===== src/rtl/mc_pkg.sv =====
`timescale 1ns/1ps
package mc_pkg;
   // control terms follow the data terms in the fuse map, in this order
   localparam int unsigned N_CTL = 4;
   localparam int unsigned C_SET = 0;
   localparam int unsigned C_CLR = 1;
   localparam int unsigned C_CLK = 2;
   localparam int unsigned C_OE  = 3;
endpackage


===== src/rtl/mc_pterm.sv =====
`timescale 1ns/1ps
// one programmable AND term over true/complement literals
module mc_pterm #(
   parameter int unsigned N_IN = 4
) (
   input  logic [2*N_IN-1:0] fuse_row,
   input  logic [N_IN-1:0]   lits,
   output logic              term
);
   logic [N_IN-1:0] miss;

   for (genvar i = 0; i < N_IN; i++) begin : g_lit
      // a connected literal that is false kills the term
      assign miss[i] = (fuse_row[2*i] & ~lits[i]) | (fuse_row[2*i+1] & lits[i]);
   end

   assign term = ~|miss;
endmodule


===== src/rtl/mc_array.sv =====
`timescale 1ns/1ps
// product-term array of one cell: data OR plus control terms
module mc_array #(
   parameter int unsigned N_IN   = 4,
   parameter int unsigned N_DATA = 4
) (
   input  logic [(N_DATA+mc_pkg::N_CTL)*2*N_IN-1:0] fuse,
   input  logic [N_IN-1:0]                          lits,
   output logic                                     sum,
   output logic [mc_pkg::N_CTL-1:0]                 ctl
);
   localparam int unsigned ROW_W = 2 * N_IN;
   localparam int unsigned N_T   = N_DATA + mc_pkg::N_CTL;

   logic [N_T-1:0] terms;

   for (genvar t = 0; t < N_T; t++) begin : g_term
      mc_pterm #(.N_IN(N_IN)) u_pt (
         .fuse_row (fuse[t*ROW_W +: ROW_W]),
         .lits     (lits),
         .term     (terms[t])
      );
   end

   assign sum = |terms[N_DATA-1:0];
   assign ctl = terms[N_T-1:N_DATA];
endmodule


===== src/rtl/mc_state.sv =====
`timescale 1ns/1ps
// cell register: preload, set, clear, hold, edge-triggered load
module mc_state #(
   parameter bit CK_RISE = 1'b1
) (
   input  logic clk,
   input  logic rst_n,
   input  logic d,
   input  logic set_t,
   input  logic clr_t,
   input  logic ck_t,
   input  logic preload_n,
   input  logic pl_val,
   output logic q
);
   logic ck_prev;
   logic ck_fire;

   if (CK_RISE) begin : g_rise
      assign ck_fire = ck_t & ~ck_prev;
   end else begin : g_fall
      assign ck_fire = ~ck_t & ck_prev;
   end

   always_ff @(posedge clk or negedge rst_n) begin
      if (!rst_n) begin
         q       <= 1'b0;
         ck_prev <= 1'b0;
      end else begin
         ck_prev <= ck_t;
         if (!preload_n)              q <= pl_val;
         else if (set_t && clr_t)     q <= q;
         else if (set_t)              q <= 1'b1;
         else if (clr_t)              q <= 1'b0;
         else if (ck_fire)            q <= d;
      end
   end
endmodule


===== src/rtl/mc_outpath.sv =====
`timescale 1ns/1ps
// output select, polarity, driver enable, feedback, preload source
module mc_outpath (
   input  logic cfg_pol,
   input  logic bypass,
   input  logic sum,
   input  logic q,
   input  logic oe_t,
   input  logic oe_pin_n,
   input  logic pin_in,
   output logic pin_out,
   output logic pin_oe,
   output logic fb,
   output logic pl_val
);
   logic sel;

   assign sel     = bypass ? sum : q;
   assign pin_out = cfg_pol ? sel : ~sel;
   assign pin_oe  = oe_t & ~oe_pin_n;
   assign fb      = pin_oe ? pin_out : pin_in;
   // register content that reproduces the pin level through the polarity stage
   assign pl_val  = cfg_pol ? pin_in : ~pin_in;
endmodule


===== src/rtl/mc_cell.sv =====
`timescale 1ns/1ps
module mc_cell #(
   parameter int unsigned N_IN    = 4,
   parameter int unsigned N_DATA  = 4,
   parameter bit          CK_RISE = 1'b1,
   localparam int unsigned FUSE_W = (N_DATA + mc_pkg::N_CTL) * 2 * N_IN
) (
   input  logic              clk,
   input  logic              rst_n,
   input  logic [FUSE_W-1:0] cfg_fuse,
   input  logic              cfg_pol,
   input  logic [N_IN-1:0]   in_bus,
   input  logic              preload_n,
   input  logic              oe_pin_n,
   input  logic              pin_in,
   output logic              pin_out,
   output logic              pin_oe,
   output logic              fb
);
   import mc_pkg::*;

   if (N_IN < 1 || N_DATA < 1) begin : g_bad_cfg
      $error("mc_cell: N_IN and N_DATA must be at least 1");
   end

   logic                 sum_t;
   logic [N_CTL-1:0]     ctl;
   logic                 set_t, clr_t, ck_t, oe_t;
   logic                 st_q;
   logic                 pl_val;

   mc_array #(.N_IN(N_IN), .N_DATA(N_DATA)) u_arr (
      .fuse (cfg_fuse),
      .lits (in_bus),
      .sum  (sum_t),
      .ctl  (ctl)
   );

   assign set_t = ctl[C_SET];
   assign clr_t = ctl[C_CLR];
   assign ck_t  = ctl[C_CLK];
   assign oe_t  = ctl[C_OE];

   mc_state #(.CK_RISE(CK_RISE)) u_st (
      .clk       (clk),
      .rst_n     (rst_n),
      .d         (sum_t),
      .set_t     (set_t),
      .clr_t     (clr_t),
      .ck_t      (ck_t),
      .preload_n (preload_n),
      .pl_val    (pl_val),
      .q         (st_q)
   );

   mc_outpath u_out (
      .cfg_pol  (cfg_pol),
      .bypass   (set_t & clr_t),
      .sum      (sum_t),
      .q        (st_q),
      .oe_t     (oe_t),
      .oe_pin_n (oe_pin_n),
      .pin_in   (pin_in),
      .pin_out  (pin_out),
      .pin_oe   (pin_oe),
      .fb       (fb),
      .pl_val   (pl_val)
   );
endmodule


===== config.mk =====
export PLATFORM = sky130hd
export DESIGN_NAME = mc_cell
export DESIGN_NICKNAME = d
export VERILOG_FILES = /design/src/rtl/mc_pkg.sv /design/src/rtl/mc_pterm.sv /design/src/rtl/mc_array.sv /design/src/rtl/mc_state.sv /design/src/rtl/mc_outpath.sv /design/src/rtl/mc_cell.sv
export SDC_FILE = /design/constraint.sdc
export NUM_CORES = 1
export LEC_CHECK = 0
export ABC_AREA = 1
export BUFFER_PORTS_ARGS = -buffer_cell sky130_fd_sc_hd__buf_2
export CORE_MARGIN = 5
export CORE_UTILIZATION = 41
export CTS_BUF_LIST = sky130_fd_sc_hd__clkbuf_16
export DETAILED_ROUTE_END_ITERATION = 10
export MAX_ROUTING_LAYER = met4
export PLACE_DENSITY = 0.82
export SKIP_LAST_GASP = 1
export SLEW_MARGIN = 15
export SYNTH_ARGS = -nofsm -noshare
export SYNTH_HDL_FRONTEND = slang
export SYNTH_HIERARCHICAL = 1
export SYNTH_SLANG_ARGS = --single-unit

===== constraint.sdc =====
create_clock -name clk -period 1.4 [get_ports clk]
set_clock_uncertainty 0.15 [all_clocks]
set_input_delay 0.07 -clock clk [delete_from_list [all_inputs] [get_ports clk]]
set_output_delay 0.07 -clock clk [all_outputs]
set_load 0.03 [all_outputs]

After elaboration in Yosys (flattened, before gate mapping) --
Index checks and enable logic that the tools add are counted.
Storage, ports and cells: memories 0, logic and storage cells 139, output and inout port bits 3, latch bits 0, input port bits 74, ROM bits 0, RAM bits 0, bits in registers 2
Operators by class: mux-type cells 9, multipliers 0, shift-type cells 0, bitwise operators 107, $add $sub $neg 0, $lt $le $gt $ge 0, equality and inequality tests 2, div/mod/pow operators 0, reduce and logical (&&, ||, !) cells 19
Operator list (count):
- $and 1x1->1 | 67
- $reduce_or 4->1 | 9
- $or 1x1->1 | 32
- $mux 1 | 9
- $logic_not 1->1 | 8
- $not 1->1 | 8
- $ne 4x3->1 const B | 1
- $ne 2x2->1 const B | 1
- $reduce_and 2->1 | 1
- $logic_and 1x1->1 | 1

Depth between registers and ports, before layout --
Gate-level depths: netlist of the first run.
depth after elaboration 11, depth in mapped cells 13, mapped depth without buffers 12

By module --
Netlist of the first run, hierarchy kept.
By module, submodules not included:
- mc_pterm | area an instance 97.6 um^2, cells an instance 26, instances 8, sequential area each 0.0 um^2
- mc_state | area an instance 115.1 um^2, cells an instance 18, instances 1, sequential area each 50.0 um^2
- mc_outpath | area an instance 88.8 um^2, cells an instance 17, instances 1, sequential area each 0.0 um^2
- mc_array | area an instance 41.3 um^2, cells an instance 7, instances 1, sequential area each 0.0 um^2
- mc_cell | area an instance 7.5 um^2, cells an instance 2, instances 1, sequential area each 0.0 um^2

Worst setup path after synthesis of the first run --
No wires, ideal clock.
path type input port to output port, start point input in_bus[0], end point output fb, slack -111 ps, data required time 1180 ps, arrival 1291 ps, cell stages on the path 10, path buffers 1, cells stage by stage nand2_1 > inv_1 > nor2_1 > nand2_1 > nor2_1 > buf_4 > inv_1 > nor2_1 > nand3_1 > nand2_1
Between the ends: elaborated cells on any way between the ends 43, classes of those cells mux (3); bitwise (25); reduce/logical (15)
RTL lines:
- from (decl) | RTL line mc_cell.sv:12 | input logic [N_IN-1:0] in_bus,
- $not 1->1 | RTL line mc_pterm.sv:14 | assign miss[i] = (fuse_row[2*i] & ~lits[i]) | (fuse_row[2*i+1] & lits[i]);
- $and 1x1->1 | RTL line mc_pterm.sv:14
- $or 1x1->1 * | RTL line mc_pterm.sv:14
- $reduce_or 4->1 * | RTL line mc_pterm.sv:17 | assign term = ~|miss;
- $logic_not 1->1 * | RTL line mc_pterm.sv:17
- named net u_arr.terms[7] | RTL line mc_array.sv:15 | logic [N_T-1:0] terms;
- $and 1x1->1 * | RTL line mc_outpath.sv:20 | assign pin_oe = oe_t & ~oe_pin_n;
- named net pin_oe | RTL line mc_cell.sv:17 | output logic pin_oe,
- $mux 1 * | RTL line mc_outpath.sv:21 | assign fb = pin_oe ? pin_out : pin_in;
- to (decl) | RTL line mc_cell.sv:18 | output logic fb
Mark *: on every way through the listed nets, which the timed path passes. The rest lies on a longest branch.

Final worst setup path of the first run --
start point input in_bus[0], end point output pin_out
Between the ends: word-level cells in the longest chain between the ends 9, elaborated cells on any way between the ends 36, classes of those cells mux (2); bitwise (21); reduce/logical (13)
Ends and longest elaborated chain:
- $not 1->1 | RTL line mc_pterm.sv:14
- $and 1x1->1 | RTL line mc_pterm.sv:14
- $or 1x1->1 * | RTL line mc_pterm.sv:14
- $reduce_or 4->1 * | RTL line mc_pterm.sv:17
- $logic_not 1->1 * | RTL line mc_pterm.sv:17
- named net u_arr.terms[0] | RTL line mc_array.sv:15
- $reduce_or 4->1 * | RTL line mc_array.sv:25 | assign sum = |terms[N_DATA-1:0];
- named net sum_t | RTL line mc_cell.sv:26 | logic sum_t;
- $mux 1 * | RTL line mc_outpath.sv:18 | assign sel = bypass ? sum : q;
- $not 1->1 | RTL line mc_outpath.sv:19 | assign pin_out = cfg_pol ? sel : ~sel;
- $mux 1 * | RTL line mc_outpath.sv:19
- to (decl) | RTL line mc_cell.sv:16 | output logic pin_out,
Marks and branches as above.

==> results of run 1 <==
state kept, by name, indices dropped and copies added (netlist names):
register	flops
u_st/q	1
u_st/ck_prev	1
layout by cell type (no fill, tap or decap), types with 4 or more instances in the layout:
cell type  count
nand2_1      102
buf_4         11
nor2_1        21
clkbuf_16      5
buf_2         67
inv_2         13
buf_6          5
nor2_2         9
buf_12         4
nand2_2        8
inv_1         84
kinds of logic after synthesis:
kind of cell / count (synthesis) / share of synthesized area (%)
buffers and inverters: 101 / 38.14
AO/OA/AOI/OAI: 2 / 0.9676
XOR/XNOR: 1 / 0.8476
flip-flops: 2 / 4.843
AND/OR/NAND/NOR: 146 / 55.21
power groups by stage:
stage	clock network (mW)	registers, mW	logic, mW
final	0.430	0.0694	0.452
after CTS	0.437	0.0693	0.390
after detailed placement	0	0.0698	0.349
after global routing	0.453	0.0705	0.507
after floorplan	0	0.0686	0.192
after global placement	0	0.0693	0.344
stage by stage:
step,std cells,util [%]
floorplan,252,-
finish,373,73.14
CTS,370,66.51
global placement,360,59.84
detailed placement,360,59.84
global route,372,73.04
cell type report:
type                    count  area (um^2)
inverters                  97        364.1
fillers                   213        659.4
multi-input cells         149        641.9
repair buffers             91        624.3
well taps                  30        37.54
diodes                      1        2.502
flip-flops and latches      2        50.05
clock buffers               3        75.07
path summary, 6_finish.rpt:
kind / slack [ns] / end / start
setup / recovery: -0.03 / pin_out / in_bus[0]
hold / removal: 0.04 / u_st/ck_prev / rst_n
setup reg to reg: 0.44 / u_st/q / u_st/ck_prev
hold reg to reg: 0.41 / u_st/q / u_st/q
max in group asynchronous: 0.96 / u_st/q / rst_n
min in group clk: 0.04 / u_st/ck_prev / cfg_fuse[49]
what timing repair did:
action,in CTS,in global routing
gates cloned,0,2
gates resized for setup,12,41
endpoints found under the hold margin,3,0
buffers inserted,5,0
setup endpoints to repair,2,3
hold buffers,2,0
pin swaps,4,31
routing by layer:
metal / part of all wire, % / GRT usage (%) / up-vias
met5: 0 / - / -
met2: 51 / 31.02 / 60
li1: - / - / 843
met4: 2.6 / 8.544 / 0
met1: 38 / 18.55 / 574
met3: 9.0 / 3.456 / 8
worst max-delay path, stage by stage:
cell     delay, ns
buf_12        0.11
nand2_4       0.05
inv_2         0.03
nor2_1        0.07
nand2_1       0.07
nor2_1        0.13
nor2_1        0.06
nand2_1       0.12
inv_1         0.05
nand2_1       0.08
nand3_2       0.08
and2_4        0.16
buf_6         0.13
==> impl_metrics.ini, run 1 <==
[status]
status = finished, violations left
violations = negative setup slack

[drt]
drt-initial-drc-count = 42
drtAntennaViolNets = 0
wl_per_cell_um = 9.206
wirelength_mm = 3.434
first_pass_iters = 4
drc_errors = 0
via_per_inst = 3.981
num_vias = 1485

[timing]
period_share_pct = 101.9
timing.hold.ws_ns = 0.03552
min_period_ns = 1.426
setup_slack_ns = -0.02617
rsz0062_at_grt = true
worst_pin_slew_ns = 0.1752
setup_viol = 1
fmax_ghz = 0.7012
drv_slew = 0
slew_headroom_pct = 88.28
hold_violations = 0
tns_ns = -0.02617

[power_and_ir_drop]
irDropWorstVdd_mv = 0.7037
power_frac_comb_pct = 47.5
p_leak_nw = 1.361
internal_power_mw = 0.6670
power.density_mw_per_mm2 = 529.7
p_sw_mw = 0.2841
power.share.clock_pct = 45.2
p_total_mw = 0.9511
pwr-share-seq_pct = 7.3
swShare_pct = 29.87

[floorplan]
rows = 18
initial_utilization_pct = 42.10
die_x_um = 60.21
ios = 77
die_h_um = 60.21
die_area_mm2 = 0.003625
placeableCoreArea_mm2 = 0.002455

[yosys]
syn_nets = 326
synth.most_common_cell = nand2_1
yosysSeqAreaShare_pct = 4.843
syn_area_per_cell_um2 = 4.101
synth_edf_count = 0
ys.warnings.count = 6
synthesis.area_mm2 = 0.001033
ys.flop_type = dfrtp_1
yosys-top-cells-count = nand2_1 (109), inv_1 (96), nor2_1 (30)
syn_inst = 252
synth.lib_cells_used.distinct = 13
synth_area_leaders = nand2_1 (40%), inv_1 (35%), nor2_1 (11%)
yosysTopAreaCell = nand2_1
ys_ff_latch = 2
ys_async_sr_fraction_pct = 100.0
yosys.area.top_type_share_pct = 39.59

[setup_path]
cp_data_required_time_ns = 1.18
crit_fanout = 7
reg2reg_depth = 6
critPathKind = in -> out
critPathCaptureType = output pin
cp-start-kind = input port
critPathArrivalTime_ns = 1.21

[grt]
grt_first_pass_wirelength_mm = 4.761
grt_pass1_vias = 1301
track_usage_pct = 17.62
grt_start_max_net_pins = 16
antenna_found_initial = 0
grt-ovfl-total = 0

[flow_run]
cap_violations = 0

[cts]
htree_levels = 1
clock_sinks = 2
cts-root-buf = clkbuf_16
cts_inserted_buffers = 3
cts.clk_slew.worst_paths_ns = 0.03
clk_latency_ns = 0.22
tritoncts = built
cts_max_path_buffers = 2

[finish]
drive_gt1_share_pct = 37.13
final_nets = 418
fin_area_mm2 = 0.001795
syn_to_final_growth_pct = 73.73

[place]
portBuffers = 76
dp_slack_ns = -0.1836
routabilityCongestion = 0.7956
placed_area_mm2 = 0.001469
place_hpwl_mm = 2.424

[hold_path]
hold_class = in -> async
No activity file was read; power rests on OpenSTA's default activity.
==> inputs of run 2 (changes only) <==
PLACE_DENSITY = 0.79   (was 0.82)
==> run 2 against run 1 <==
The flow still finishes with violations (negative setup slack). Total power shrank 4.9%. Fmax grew 1.0%. Count of clock-buffer cells in the layout is the same. Combinational power shrank 8.8%. Largest power group is now clock.
==> impl_metrics.ini, run 2 (synthesis results as in run 1) <==
[status]
status = finished, violations left
violations = negative setup slack

[timing]
hold_violations = 0
setup_viol = 1
rsz0062_at_grt = true
period_share_pct = 100.8
setup_slack_ns = -0.01158
slew_headroom_pct = 89.01
min_period_ns = 1.412
fmax_ghz = 0.7084
drv_slew = 0
worst_pin_slew_ns = 0.1632

[cts]
cts-root-buf = clkbuf_16
cts.clk_slew.worst_paths_ns = 0.03
cts_inserted_buffers = 3
cts_max_path_buffers = 2
clock_sinks = 2
htree_levels = 1
clk_latency_ns = 0.22
tritoncts = built

[setup_path]
crit_fanout = 8
reg2reg_depth = 6
critPathKind = in -> out
crit_path_cell_trace = buf_12 -> nand2_2 -> inv_1 -> nor2_1 -> nand2_1 -> nor2_2 -> nand2_1 -> inv_2 -> inv_2 -> nand2_2 -> nand3_2 -> and2_4 -> buf_6
critPathCaptureType = output pin
cp_data_required_time_ns = 1.18
slowest_delay_ns = 0.16
cpMaxStageDelayCell = and2_4
crit_path_start = in_bus[0]
cp-start-kind = input port
critPathArrivalTime_ns = 1.19
r2r-start = u_st/ck_prev

[power_and_ir_drop]
p_leak_nw = 1.337
p_total_mw = 0.9045
power.density_mw_per_mm2 = 529.2
irDropWorstVdd_mv = 1.105

[finish]
final_common_cell = nand2_1
n_antenna_cell = 0
mostFrequentLayoutCells = nand2_1 (105), inv_1 (87), buf_2 (69)
final_nets = 415
fin_area_mm2 = 0.001709
reg_top3 = u_st/ck_prev x1, u_st/q x1
fin_cells = 369
syn_to_final_growth_pct = 65.38
drive_gt1_share_pct = 33.04

[grt]
track_usage_pct = 15.95
grt_first_pass_wirelength_mm = 4.326
grt_start_max_net_pins = 16
grt_pass1_vias = 1144
grt-ovfl-total = 0
antenna_found_initial = 0

[floorplan]
die_area_mm2 = 0.003625
die_h_um = 60.21
die_x_um = 60.21
ios = 77
placeableCoreArea_mm2 = 0.002455
initial_utilization_pct = 42.10
rows = 18

[drt]
via_per_inst = 3.864
wl_per_cell_um = 8.138
num_vias = 1426
drtAntennaViolNets = 0
wirelength_mm = 3.003
drc_errors = 0
drt-initial-drc-count = 61
first_pass_iters = 6

[place]
place_hpwl_mm = 2.318
placed_area_mm2 = 0.001469
portBuffers = 76
dp_cells = 360
routabilityCongestion = 0.7807

[hold_path]
hold_class = in -> async

[flow_run]
cap_violations = 0
==> run 2: worst max-delay path, delay by kind of cell <==
family / cells / cell delay (ns)
AND/OR/NAND/NOR: 8 / 0.70
buffers and inverters: 5 / 0.41
==> run 2: final timing paths <==
path	end	slack [ns]
min in group clk	u_st/ck_prev	0.03
max in group asynchronous	u_st/ck_prev	0.98
setup / recovery	pin_out	-0.01
hold / removal	u_st/q	0.02
setup reg to reg	u_st/q	0.45
hold reg to reg	u_st/q	0.43
==> run 2: stage by stage <==
step	setup TNS [ns]	hold WS (ns)	utilization, %	setup WS (ns)
after floorplan	0	-0.3756	-	0.06074
final	-0.01158	0.01740	69.62	-0.01158
after detailed placement	-0.2486	-0.2917	59.84	-0.1308
after CTS	-0.004894	0.01897	65.49	-0.004894
after global routing	-0.1994	0.03350	69.62	-0.1026
after global placement	-0.1545	-0.2925	59.84	-0.07989
==> run 2: layout make-up <==
cell class	instances	area (um^2)
Timing Repair Buffer	88	558.0
Multi-Input combinational cell	149	624.3
Sequential cell	2	50.05
Fill cell	235	745.7
Clock buffer	3	75.07
Tap cell	30	37.54
Inverter	97	364.1
==> run 2: timing repair <==
item,4_1_cts,5_1_grt
cloned,0,1
setup buffers,2,1
endpoints found under the hold margin,3,0
pin swaps,2,19
hold buffers,2,0
setup endpoints to repair,2,3
resized for setup,11,26
==> run 2: metal layers <==
metal	vias up	track usage, %	part of all wire [%]
li1	838	-	-
met1	546	19.08	44
met2	42	27.01	48
met3	0	3.456	8.0
met4	0	3.797	0
met5	-	-	0
==> run 2: power breakdown <==
| part | switching, mW | internal, mW |
|---|---|---|
| clock | 0.0609 | 0.363 |
| sequential | 0.00483 | 0.0641 |
| combinational | 0.199 | 0.212 |
| total | 0.265 | 0.640 |
==> inputs of run 3 (changes only) <==
SKIP_CTS_REPAIR_TIMING = 1   (was unset)
==> run 3 against run 2 <==
The flow finishes with violations (negative hold slack). Clock power barely moved. Global-route usage is 1.1 points lower. Sequential power hardly changed. Core utilization decreased by 1.5 points. Register-to-register slack is essentially flat. Count of clock-buffer cells in the layout did not move. Combinational power shrank 3%. Flip-flop and latch count is the same. Worst setup slack improved by 0.032 ns. Worst hold slack got worse by 0.019 ns. Largest power group unchanged. Highest routed layer is now met4.
==> impl_metrics.ini, run 3 (synthesis results as in run 1) <==
[timing]
hold_violations = 1
slew_headroom_pct = 88.85
setup_viol = 0
worst_pin_slew_ns = 0.1655
min_period_ns = 1.380
fmax_ghz = 0.7248
tns_ns = 0
timing.hold.ws_ns = -0.001332
drv_slew = 0
setup_slack_ns = 0.02027
rsz0062_at_grt = true
period_share_pct = 98.55

[finish]
n_antenna_cell = 0
final_nets = 412
syn_to_final_growth_pct = 61.86
fin_area_mm2 = 0.001673
final_common_cell = nand2_1
mostFrequentLayoutCells = nand2_1 (106), inv_1 (90), buf_2 (69)
reg_top3 = u_st/ck_prev x1, u_st/q x1
drive_gt1_share_pct = 31.55
fin_cells = 366
nFillCells = 234

[drt]
wirelength_mm = 2.861
drtAntennaViolNets = 0
via_per_inst = 3.866
first_pass_iters = 4
drt-initial-drc-count = 49
drc_errors = 0
num_vias = 1415
wl_per_cell_um = 7.817

[place]
dp_slack_ns = -0.1308
dp_cells = 360
portBuffers = 76
placed_area_mm2 = 0.001469
place_hpwl_mm = 2.318
routabilityCongestion = 0.7807

[grt]
track_usage_pct = 14.87
antenna_found_initial = 0
grt-ovfl-total = 0
grt_first_pass_wirelength_mm = 4.084
grt_pass1_vias = 1103
grt_start_max_net_pins = 16

[setup_path]
cp-start-kind = input port
critPathKind = in -> out
r2r_slack_ns = 0.46
crit_fanout = 8
critPathCaptureType = output pin
critPathArrivalTime_ns = 1.16
cp_data_required_time_ns = 1.18

[cts]
cts_max_path_buffers = 2
cts_inserted_buffers = 3
cts-root-buf = clkbuf_16
cts.clk_slew.worst_paths_ns = 0.03
htree_levels = 1
clock_sinks = 2
tritoncts = built
clk_latency_ns = 0.22

[floorplan]
rows = 18
die_x_um = 60.21
ios = 77
placeableCoreArea_mm2 = 0.002455
die_area_mm2 = 0.003625
die_h_um = 60.21
initial_utilization_pct = 42.10

[status]
status = finished, violations left
violations = negative hold slack

[power_and_ir_drop]
power.density_mw_per_mm2 = 533.2
irDropWorstVdd_mv = 1.055
p_leak_nw = 1.322

[flow_run]
cap_violations = 0

[hold_path]
hold_class = in -> reg
[run 3: cell count changes in the layout (fill, tap and decap cells not counted)]
cell	before	now
inv_2	10	7
nand2_1	105	106
buf_6	4	5
inv_1	87	90
buf_4	9	7
dlygate4sd3_1	2	1
nand2_2	4	3
buf_12	2	1
[run 3: stage by stage]
step                      hold WS (ns)  total power, mW  utilization, %
after floorplan                -0.3756           0.2604               -
final                        -0.001332           0.8919           68.14
after detailed placement       -0.2917           0.4173           59.84
after global routing           0.02984           0.9675           68.14
after CTS                      -0.5226           0.8514           62.90
after global placement         -0.2925           0.4110           59.84
[run 3: critical path, stage by stage]
cell and delay, ns:
buf_12 0.12, nand2_1 0.06, inv_1 0.04, nor2_1 0.07, nand2_1 0.07, nor2_2 0.12, nand2_1 0.07, inv_2 0.07
inv_2 0.05, nand2_2 0.05, nand3_2 0.08, and2_4 0.16, buf_6 0.13
[run 3: power by group]
group	total (mW)	switching [mW]	internal, mW
clock	0.424	0.0607	0.363
combinational	0.399	0.195	0.205
sequential	0.0688	0.00469	0.0642
total	0.892	0.260	0.632
[run 3: final timing paths]
path	end	startpoint	depth (start not counted)
worst max-delay path	pin_out	in_bus[0]	13
worst min-delay path	u_st/q	preload_n	3
worst max register to register	u_st/q	u_st/ck_prev	6
worst min register to register	u_st/q	u_st/q	2
max in group asynchronous	u_st/ck_prev	rst_n	2
min in group asynchronous	u_st/q	rst_n	2
[run 3: layer usage]
layer  vias to the layer above  GRT usage [%]  share of wire (%)
met4                         0          3.797               0.70
li1                        833              -                  -
met5                         -              -                  0
met2                        42          23.92                 46
met1                       538          18.70                 45
met3                         2          3.240                8.2
[run 3: final cells by class]
class | count | area [um^2] | share of cell area, %
inverter | 97 | 364.1 | 21.77
timing repair buffer | 85 | 524.3 | 31.34
clock buffer | 3 | 75.07 | 4.488
tap | 30 | 37.54 | 2.244
multi-input combinational | 149 | 621.8 | 37.17
sequential | 2 | 50.05 | 2.992
